## config.mk

```make
export PLATFORM = sky130hd
export DESIGN_NAME = txerr_abort_ctrl
export DESIGN_NICKNAME = d
export VERILOG_FILES = /design/src/rtl/txerr_pkg.sv /design/src/rtl/txerr_coll_qual.sv /design/src/rtl/txerr_flags.sv /design/src/rtl/txerr_abort_seq.sv /design/src/rtl/txerr_abort_ctrl.sv
export SDC_FILE = /design/constraint.sdc
export NUM_CORES = 1
export LEC_CHECK = 0
export BUFFER_PORTS_ARGS = -buffer_cell sky130_fd_sc_hd__clkbuf_2
export CORE_AREA = 2 2 39 41
export CTS_CLUSTER_SIZE = 20
export DETAILED_ROUTE_END_ITERATION = 10
export DIE_AREA = 0 0 41 43
export GPL_TIMING_DRIVEN = 0
export PLACE_DENSITY = 0.67
export SYNTH_ARGS = -nofsm -noshare
export SYNTH_HDL_FRONTEND = slang
export SYNTH_SLANG_ARGS = --single-unit
```

## constraint.sdc

```tcl
create_clock -name clk -period 1.27 [get_ports clk]
set_clock_uncertainty 0.15 [all_clocks]
set_input_delay 0.0635 -clock clk [delete_from_list [all_inputs] [get_ports clk]]
set_output_delay 0.0635 -clock clk [all_outputs]
set_load 0.005 [all_outputs]
```

## src/rtl/txerr_pkg.sv

```systemverilog
package txerr_pkg;
  typedef enum logic {
    MODE_SDLC = 1'b0,
    MODE_CSMA = 1'b1
  } tx_mode_e;

  localparam int NUM_ERR = 3;
  localparam int IDX_NOACK = 0;
  localparam int IDX_URUN  = 1;
  localparam int IDX_COLL  = 2;

  typedef logic [NUM_ERR-1:0] err_vec_t;
endpackage

```

## src/rtl/txerr_coll_qual.sv

```systemverilog
module txerr_coll_qual
  import txerr_pkg::*;
#(
  parameter int CCNT_W = 4
) (
  input  logic     clk,
  input  logic     rst,
  input  logic     clr,
  input  logic     tx_en,
  input  tx_mode_e mode,
  input  logic     coll_evt,
  input  logic     fifo_acc,
  output logic     coll_set
);
  localparam logic [CCNT_W-1:0] CNT_MAX = {CCNT_W{1'b1}};

  logic [CCNT_W-1:0] cnt;
  logic              fifo_seen;
  logic              qual;
  logic              wrap;

  assign qual     = tx_en && (mode == MODE_CSMA) && coll_evt;
  assign wrap     = qual && (cnt == CNT_MAX);
  assign coll_set = qual && (fifo_seen || fifo_acc || wrap);

  always_ff @(posedge clk) begin
    if (rst || clr) begin
      cnt       <= '0;
      fifo_seen <= 1'b0;
    end else begin
      if (qual)
        cnt <= cnt + CCNT_W'(1);
      if (tx_en && fifo_acc)
        fifo_seen <= 1'b1;
    end
  end

  AST_CNT_STEP: assert property (@(posedge clk) disable iff (rst)
    (qual && !clr) |=> (cnt == $past(cnt) + CCNT_W'(1)));

  AST_CNT_HOLD: assert property (@(posedge clk) disable iff (rst)
    (!qual && !clr) |=> $stable(cnt));
endmodule

```

## src/rtl/txerr_flags.sv

```systemverilog
module txerr_flags #(
  parameter int NUM_ERR = 3
) (
  input  logic               clk,
  input  logic               rst,
  input  logic               clr,
  input  logic [NUM_ERR-1:0] set_vec,
  output logic [NUM_ERR-1:0] flags,
  output logic               irq,
  output logic               new_err
);
  assign new_err = !clr && (|set_vec);

  for (genvar i = 0; i < NUM_ERR; i++) begin : g_flag
    always_ff @(posedge clk) begin
      if (rst || clr)
        flags[i] <= 1'b0;
      else if (set_vec[i])
        flags[i] <= 1'b1;
    end

    AST_FLAG_CLEAR_ONLY_BY_ENABLE: assert property (@(posedge clk) disable iff (rst)
      $fell(flags[i]) |-> $past(clr));
  end

  always_ff @(posedge clk) begin
    if (rst || clr)
      irq <= 1'b0;
    else
      irq <= (|flags) | (|set_vec);
  end

  AST_IRQ_IS_FLAG_OR: assert property (@(posedge clk) disable iff (rst)
    irq == (|flags));
endmodule

```

## src/rtl/txerr_abort_seq.sv

```systemverilog
module txerr_abort_seq
  import txerr_pkg::*;
(
  input  logic     clk,
  input  logic     rst,
  input  logic     clr,
  input  logic     en_wr,
  input  logic     new_err,
  input  tx_mode_e mode,
  output logic     tx_en,
  output logic     tx_done,
  output logic     crc_suppress,
  output logic     eof_req,
  output logic     line_hold_hi
);
  logic abort;

  assign abort = new_err && tx_en;

  always_ff @(posedge clk) begin
    if (rst) begin
      tx_en        <= 1'b0;
      tx_done      <= 1'b0;
      crc_suppress <= 1'b0;
      eof_req      <= 1'b0;
      line_hold_hi <= 1'b0;
    end else if (clr) begin
      tx_en        <= 1'b1;
      tx_done      <= 1'b0;
      crc_suppress <= 1'b0;
      eof_req      <= 1'b0;
      line_hold_hi <= 1'b0;
    end else begin
      crc_suppress <= abort;
      eof_req      <= abort && (mode == MODE_SDLC);
      if (abort && (mode == MODE_CSMA))
        line_hold_hi <= 1'b1;
      if (abort)
        tx_done <= 1'b1;
      if (new_err || en_wr)
        tx_en <= 1'b0;
    end
  end

  AST_CRC_ONE_CYCLE: assert property (@(posedge clk) disable iff (rst)
    crc_suppress |=> !crc_suppress);

  AST_DONE_WITH_CRC: assert property (@(posedge clk) disable iff (rst)
    $rose(tx_done) |-> crc_suppress);

  AST_EOF_ONE_CYCLE: assert property (@(posedge clk) disable iff (rst)
    eof_req |=> !eof_req);

  AST_EOF_NOT_HELD: assert property (@(posedge clk) disable iff (rst)
    eof_req |-> !line_hold_hi);
endmodule

```

## src/rtl/txerr_abort_ctrl.sv

```systemverilog
module txerr_abort_ctrl
  import txerr_pkg::*;
#(
  parameter int CCNT_W = 4
) (
  input  logic clk,
  input  logic rst,
  input  logic en_wr,
  input  logic en_wdata,
  input  logic mode,
  input  logic coll_evt,
  input  logic fifo_acc,
  input  logic urun_evt,
  input  logic noack_evt,
  output logic err_coll,
  output logic err_urun,
  output logic err_noack,
  output logic tx_en,
  output logic err_irq,
  output logic tx_done,
  output logic crc_suppress,
  output logic eof_req,
  output logic line_hold_hi
);
  tx_mode_e mode_e;
  logic     clr;
  logic     coll_set;
  logic     new_err;
  err_vec_t set_vec;
  err_vec_t flags;

  assign mode_e = tx_mode_e'(mode);
  assign clr    = en_wr && en_wdata;

  txerr_coll_qual #(.CCNT_W(CCNT_W)) u_coll (
    .clk      (clk),
    .rst      (rst),
    .clr      (clr),
    .tx_en    (tx_en),
    .mode     (mode_e),
    .coll_evt (coll_evt),
    .fifo_acc (fifo_acc),
    .coll_set (coll_set)
  );

  always_comb begin
    set_vec            = '0;
    set_vec[IDX_COLL]  = coll_set;
    set_vec[IDX_URUN]  = urun_evt;
    set_vec[IDX_NOACK] = noack_evt;
  end

  txerr_flags #(.NUM_ERR(NUM_ERR)) u_flags (
    .clk     (clk),
    .rst     (rst),
    .clr     (clr),
    .set_vec (set_vec),
    .flags   (flags),
    .irq     (err_irq),
    .new_err (new_err)
  );

  txerr_abort_seq u_seq (
    .clk          (clk),
    .rst          (rst),
    .clr          (clr),
    .en_wr        (en_wr),
    .new_err      (new_err),
    .mode         (mode_e),
    .tx_en        (tx_en),
    .tx_done      (tx_done),
    .crc_suppress (crc_suppress),
    .eof_req      (eof_req),
    .line_hold_hi (line_hold_hi)
  );

  assign err_coll  = flags[IDX_COLL];
  assign err_urun  = flags[IDX_URUN];
  assign err_noack = flags[IDX_NOACK];

  AST_IRQ_BLOCKS_EN: assert property (@(posedge clk) disable iff (rst)
    err_irq |-> !tx_en);

  AST_COLL_CSMA_ONLY: assert property (@(posedge clk) disable iff (rst)
    $rose(err_coll) |-> ($past(mode) && $past(tx_en) && $past(coll_evt)));

  AST_URUN_NEEDS_EVENT: assert property (@(posedge clk) disable iff (rst)
    $rose(err_urun) |-> $past(urun_evt));

  AST_QUIET_WHEN_IDLE: assert property (@(posedge clk) disable iff (rst)
    ($rose(tx_done)) |-> $past(tx_en));
endmodule

```

; Word level (Yosys, flattened, before mapping)
; Cells that the tools add are included.
[word_totals]
in_bits = 9
elab_cells = 36
regBits = 14
[op_classes]
n_addsub = 1
n_eq_ne = 1
mux = 2
n_bitwise = 2
reduce_logical = 19
[ops]
columns = operator, n
row1 = 1-bit logical AND, 10
row2 = 3-bit OR reduction, 2
row3 = "4-bit by 1-bit adder with 4-bit output, second input constant", 1
row4 = "4-bit == test, second input constant", 1
row5 = 1-bit logical OR, 4
row6 = 1-bit 2-to-1 mux, 2
row7 = 2-bit nonzero test, 1
row8 = 2-bit OR reduction, 1
row9 = 1-bit zero test, 1
row10 = 1-bit inverter, 1
row11 = 1-bit OR, 1

; Logic depth before layout (Yosys ltp)
[depth]
word_depth = 10
mapped_depth = 4
depth_no_buf = 4

; Modules after synthesis
; From an unflattened synthesis, not the netlist that was laid out.
[hier_totals]
cells_unflattened = 53
area_unflattened_um2 = 514.2
[by_module_without_submodules]
columns = module, area_per_inst_um2, seq_area_each_um2, cells_per_inst, instances
row1 = txerr_coll_qual, 216.5, 100.1, 23, 1
row2 = txerr_abort_seq, 153.9, 100.1, 15, 1
row3 = txerr_flags, 137.6, 80.1, 14, 1
row4 = txerr_abort_ctrl, 6.3, 0.0, 1, 1

; Least setup slack after synthesis
; No wires, ideal clock.
[synth_timing]
path_kind = reg-to-reg
from = register u_coll.cnt[0]
to = register u_seq.line_hold_hi
path_buffers = 0
t_required_ns = 1.003
setup_time_ns = 0.117
path_stages_with_launch = 5
path_slack_ns = -0.072
t_arrival_ns = 1.075
path_cell_list = dfxtp_1 > ha_1 > a311oi_1 > o21a_2 > o21ai_1
[synth_between]
elab_chain_len = 8
[synth_lines]
columns = element, line
row1 = "start, declared", txerr_coll_qual.sv:17  ; logic [CCNT_W-1:0] cnt;
row2 = "start signal, assigned", txerr_coll_qual.sv:32  ; cnt <= cnt + CCNT_W'(1);
row3 = 4-bit == test, txerr_coll_qual.sv:23  ; assign wrap = qual && (cnt == CNT_MAX);
row4 = 1-bit logical AND, txerr_coll_qual.sv:23
row5 = 1-bit logical OR, txerr_coll_qual.sv:24  ; assign coll_set = qual && (fifo_seen || fifo_acc || wrap);
row6 = 1-bit logical AND, txerr_coll_qual.sv:24
row7 = 3-bit OR reduction, txerr_flags.sv:12  ; assign new_err = !clr && (|set_vec);
row8 = 1-bit logical AND, txerr_flags.sv:12
row9 = 1-bit logical AND, txerr_abort_seq.sv:18  ; assign abort = new_err && tx_en;
row10 = 1-bit logical AND, txerr_abort_seq.sv:36  ; if (abort && (mode == MODE_CSMA))
row11 = "end signal, assigned", txerr_abort_seq.sv:26  ; line_hold_hi <= 1'b0;
row12 = "end signal, assigned", txerr_abort_seq.sv:32  ; line_hold_hi <= 1'b0;
row13 = "end signal, assigned", txerr_abort_seq.sv:37  ; line_hold_hi <= 1'b1;
row14 = "end, declared", txerr_abort_seq.sv:14  ; output logic line_hold_hi
; No other way between the ends.
; A chain may end at the register's enable or synchronous reset.

; Final worst setup path
[layout_timing]
from = register u_coll.cnt[0]
to = register u_flags.flags[2]
[layout_between]
elab_chain_len = 4
[layout_lines]
columns = element, line
row1 = 4-bit == test, txerr_coll_qual.sv:23
row2 = 1-bit logical AND, txerr_coll_qual.sv:23
row3 = 1-bit logical OR, txerr_coll_qual.sv:24
row4 = 1-bit logical AND, txerr_coll_qual.sv:24
row5 = "end signal, assigned by index", txerr_flags.sv:17  ; flags[i] <= 1'b0;
row6 = "end signal, assigned by index", txerr_flags.sv:19  ; flags[i] <= 1'b1;
row7 = "end, declared", txerr_flags.sv:8  ; output logic [NUM_ERR-1:0] flags,
; No other way between the ends.

==> metrics.md <==
| Metric | Value |
|---|---|
| Vias in the first global route | 440 |
| DRT Pass-1 Iters | 6 |
| Max Transition Viols Final | 0 |
| Mapped Avg Cell Area | 9.500 um^2 |
| # IOs | 18 |
| DP Worst Slack | -0.1012 ns |
| GR Overflow Total | 0 |
| DRC | 0 |
| Starting density of the core | 0.3707 |
| Vias | 523 |
| Post-Route WL | 1354 um |
| Nets | 99 |
| CTS clk-pin slew, worst paths | 0.09 ns |
| Violated checks | setup timing |
| Hold crit path type | in -> reg |
| Wire length per cell | 13.02 um |
| Share of layout cells above drive strength 1 | 0.4205 |
| Die Wd | 41 um |
| Hold Path Cell Cnt | 4 |
| Cell area after layout | 833.3 um^2 |
| Sum Neg Setup Slack | -0.4341 ns |
| First-pass GRT wire length | 1821 um |
| CTS root buf | clkbuf_4 |
| Post-Syn Area | 513.0 um^2 |
| Critical path type | reg -> reg |
| RSZ-0062 raised after global routing | yes |
| CP startpoint kind | flip-flop |
| Crit. End Element | flip-flop |
| Worst-Skew Late Latency | 0.28 ns |
| Mux cell area share after synthesis | 0.01951 |
| P_leak | 0.3600 nW |
| Clock sink total | 14 |
| Fmax | 738.7 MHz |
| Period utilisation layout | 1.066 |
| Post-synthesis xor/xnor area fraction | 0.03415 |
| Total CTS buffers | 3 |
| Syn-to-layout area delta | 62.44% |
| Height of the die | 43 um |
| Register Area | 284.0 um^2 |
| Path depth of the worst reg2reg path | 5 |
| Largest net degree at the start of global routing | 9 |
| Clock tree buffer depth | 2 |
| Simple-Gate Fraction of Synth Area | 0.2195 |
| Setup Viol. Count Final | 6 |
| Sequential area share after synthesis | 0.5463 |
| Cell Pwr Density | 1067 mW/mm^2 |
| Post-route antenna net violation count | 0 |
| Num rows | 14 |
| VDD IR max | 0.0004420 V |
| Final Core Density | 0.6022 |
| Mapped Cells | 54 |
| Outcome | finished, violations left |
| Synth Area in Compound Gates | 0.1341 |
| N_diodes | 0 |
| Mapped Nets | 64 |
| Largest family of logic cells by synthesized area | simple AND/OR/NAND/NOR gates |
| Worst path required time | 1.30 ns |
| Count of input and output buffers | 17 |
| Max-Cap Viols | 0 |
| Routed vias/inst | 5.029 |
| Core Area | 0.001384 mm^2 |
| Final GP Congestion | 0.7117 |
| Final hold violations | 0 |
| CTS tree | done |
| Synth Area in Adders | 0.02439 |
| Number of fill cells | 122 |
| Worst Tran Pin Value | 0.2887 ns |
| Worst Path Max Fanout | 2 |
| Multi-input logic area | 276.5 um^2 |
| Worst EP arrival | 1.38 ns |
| Die area | 0.001763 mm^2 |
| Placed instance area | 624.3 um^2 |
| Setup WS post-layout | -0.08373 ns |
| Synth Warn # | 0 |
| DP HPWL | 742.6 um |
| Slew headroom | 0.8071 |
| Iter 0 DRT Violations | 8 |
| Total GRT Usage | 0.1646 |
| Initial antenna violation count | 0 |
| FF+latch count, synth | 14 |
| CTS HTree Levels | 1 |
| Crit path time final | 1.354 ns |
| Distinct cells, synth | 21 |
==> path summary, 6_finish.rpt <==
path                         startpoint                       endpoint  slack, ns
min                                 rst         u_flags.irq$_SDFF_PP0_       0.03
min reg2reg  u_seq.tx_done$_SDFFE_PP0P_     u_seq.tx_done$_SDFFE_PP0P_       0.32
max reg2reg  u_coll.cnt[0]$_SDFFE_PP0P_  u_flags.flags[2]$_SDFFE_PP0P_      -0.08
max          u_coll.cnt[0]$_SDFFE_PP0P_  u_flags.flags[2]$_SDFFE_PP0P_      -0.08
==> cells by family (layout without fill, tap and decap cells) <==
| logic type | count (synthesis) | after routing |
|---|---|---|
| AOI/OAI and AO/OA | 11 | 11 |
| xor gates and xnor gates | 2 | 2 |
| muxes | 1 | 1 |
| and+or+nand+nor | 24 | 24 |
| buffers and inverters | 1 | 35 |
| DFF | 14 | 14 |
| adders and majority gates | 1 | 1 |
==> per-layer routing <==
| metal | vias to the layer above | routed length [um] | track usage |
|---|---|---|---|
| met3 | 6 | 71 | 0.04712 |
| met4 | 0 | 36 | 0.1200 |
| met2 | 23 | 716 | 0.2688 |
| li1 | 261 | - | - |
| met5 | - | 0 | 0 |
| met1 | 233 | 529 | 0.1639 |
==> cells in the mapped netlist <==
library cell	count	area [um^2]
or3_1	1	6.260
mux2i_1	1	10.01
o21ai_1	2	10.01
nand2_1	4	15.01
ha_1	1	12.51
a311oi_1	1	8.760
o2bb2ai_1	1	8.760
o21a_2	1	8.760
buf_6	1	11.26
nand2b_1	1	6.260
nand4_1	1	6.260
a21oi_1	4	20.02
o21ai_0	1	5.000
nand3_1	2	10.01
nor3b_1	1	7.510
o21a_1	1	7.510
xor2_1	2	17.52
nor3_1	2	10.01
nand3_2	1	10.01
nor2_1	11	41.29
dfxtp_1	14	280.3
==> power breakdown <==
part	internal, W	switching, W
logic	0.0000584	0.0000478
clock network	0.000175	0.000146
registers	0.000452	0.00000998
==> metrics by stage <==
step           hold slack (ns)  instances  total power (W)
4_1_cts               0.003774        101        0.0008823
6_report               0.02511        104        0.0008892
3_5_place_dp            0.1446         87        0.0005408
3_3_place_gp            0.1353         87        0.0005391
2_1_floorplan        -0.007189         54        0.0005039
5_1_grt                0.03185        104        0.0009268
==> worst max-delay path: stages, from the launching register on <==
cell	delay (ns)
dfxtp_2	0.35
ha_4	0.17
a311oi_4	0.22
buf_4	0.15
nor2_1	0.04
o21a_1	0.17
==> layout by cell type (no fill, tap or decap), types with 2 or more instances in the layout <==
master / synthesis / final
nand3_1: 2 / 2
dfxtp_1: 14 / 11
clkbuf_2: 0 / 17
a21oi_1: 4 / 2
dfxtp_2: 0 / 3
nor3_1: 2 / 2
nand2_1: 4 / 4
clkbuf_4: 0 / 3
nor2_1: 11 / 11
xor2_1: 2 / 2
buf_4: 0 / 4
dlygate4sd3_1: 0 / 9
a21oi_2: 0 / 2
==> registers in the layout, summed over array words and instances (netlist names) <==
| register | cells |
|---|---|
| u_coll.cnt | 4 |
| u_flags.flags | 3 |
| u_coll.fifo_seen | 1 |
| u_flags.irq | 1 |
| u_seq.crc_suppress | 1 |
| u_seq.eof_req | 1 |
| u_seq.line_hold_hi | 1 |
| u_seq.tx_done | 1 |
| u_seq.tx_en | 1 |
==> cell type report <==
cell class	count	area share
Sequential cell	14	0.3408
Multi-Input combinational cell	39	0.3318
Timing Repair Buffer	30	0.2462
Clock buffer	4	0.04354
Tap cell	16	0.02402
Buffer	1	0.01351
==> timing repair <==
item                                    CTS  global route
setup buffers                             2             2
endpoints found under the setup margin    7             8
gates resized for setup                   5             6
hold buffers                              8             1
cloned                                    0             0
pin swaps                                 7             3
hold endpoints to repair                  7             1
Note: power is estimated with default switching activity, not from simulation.
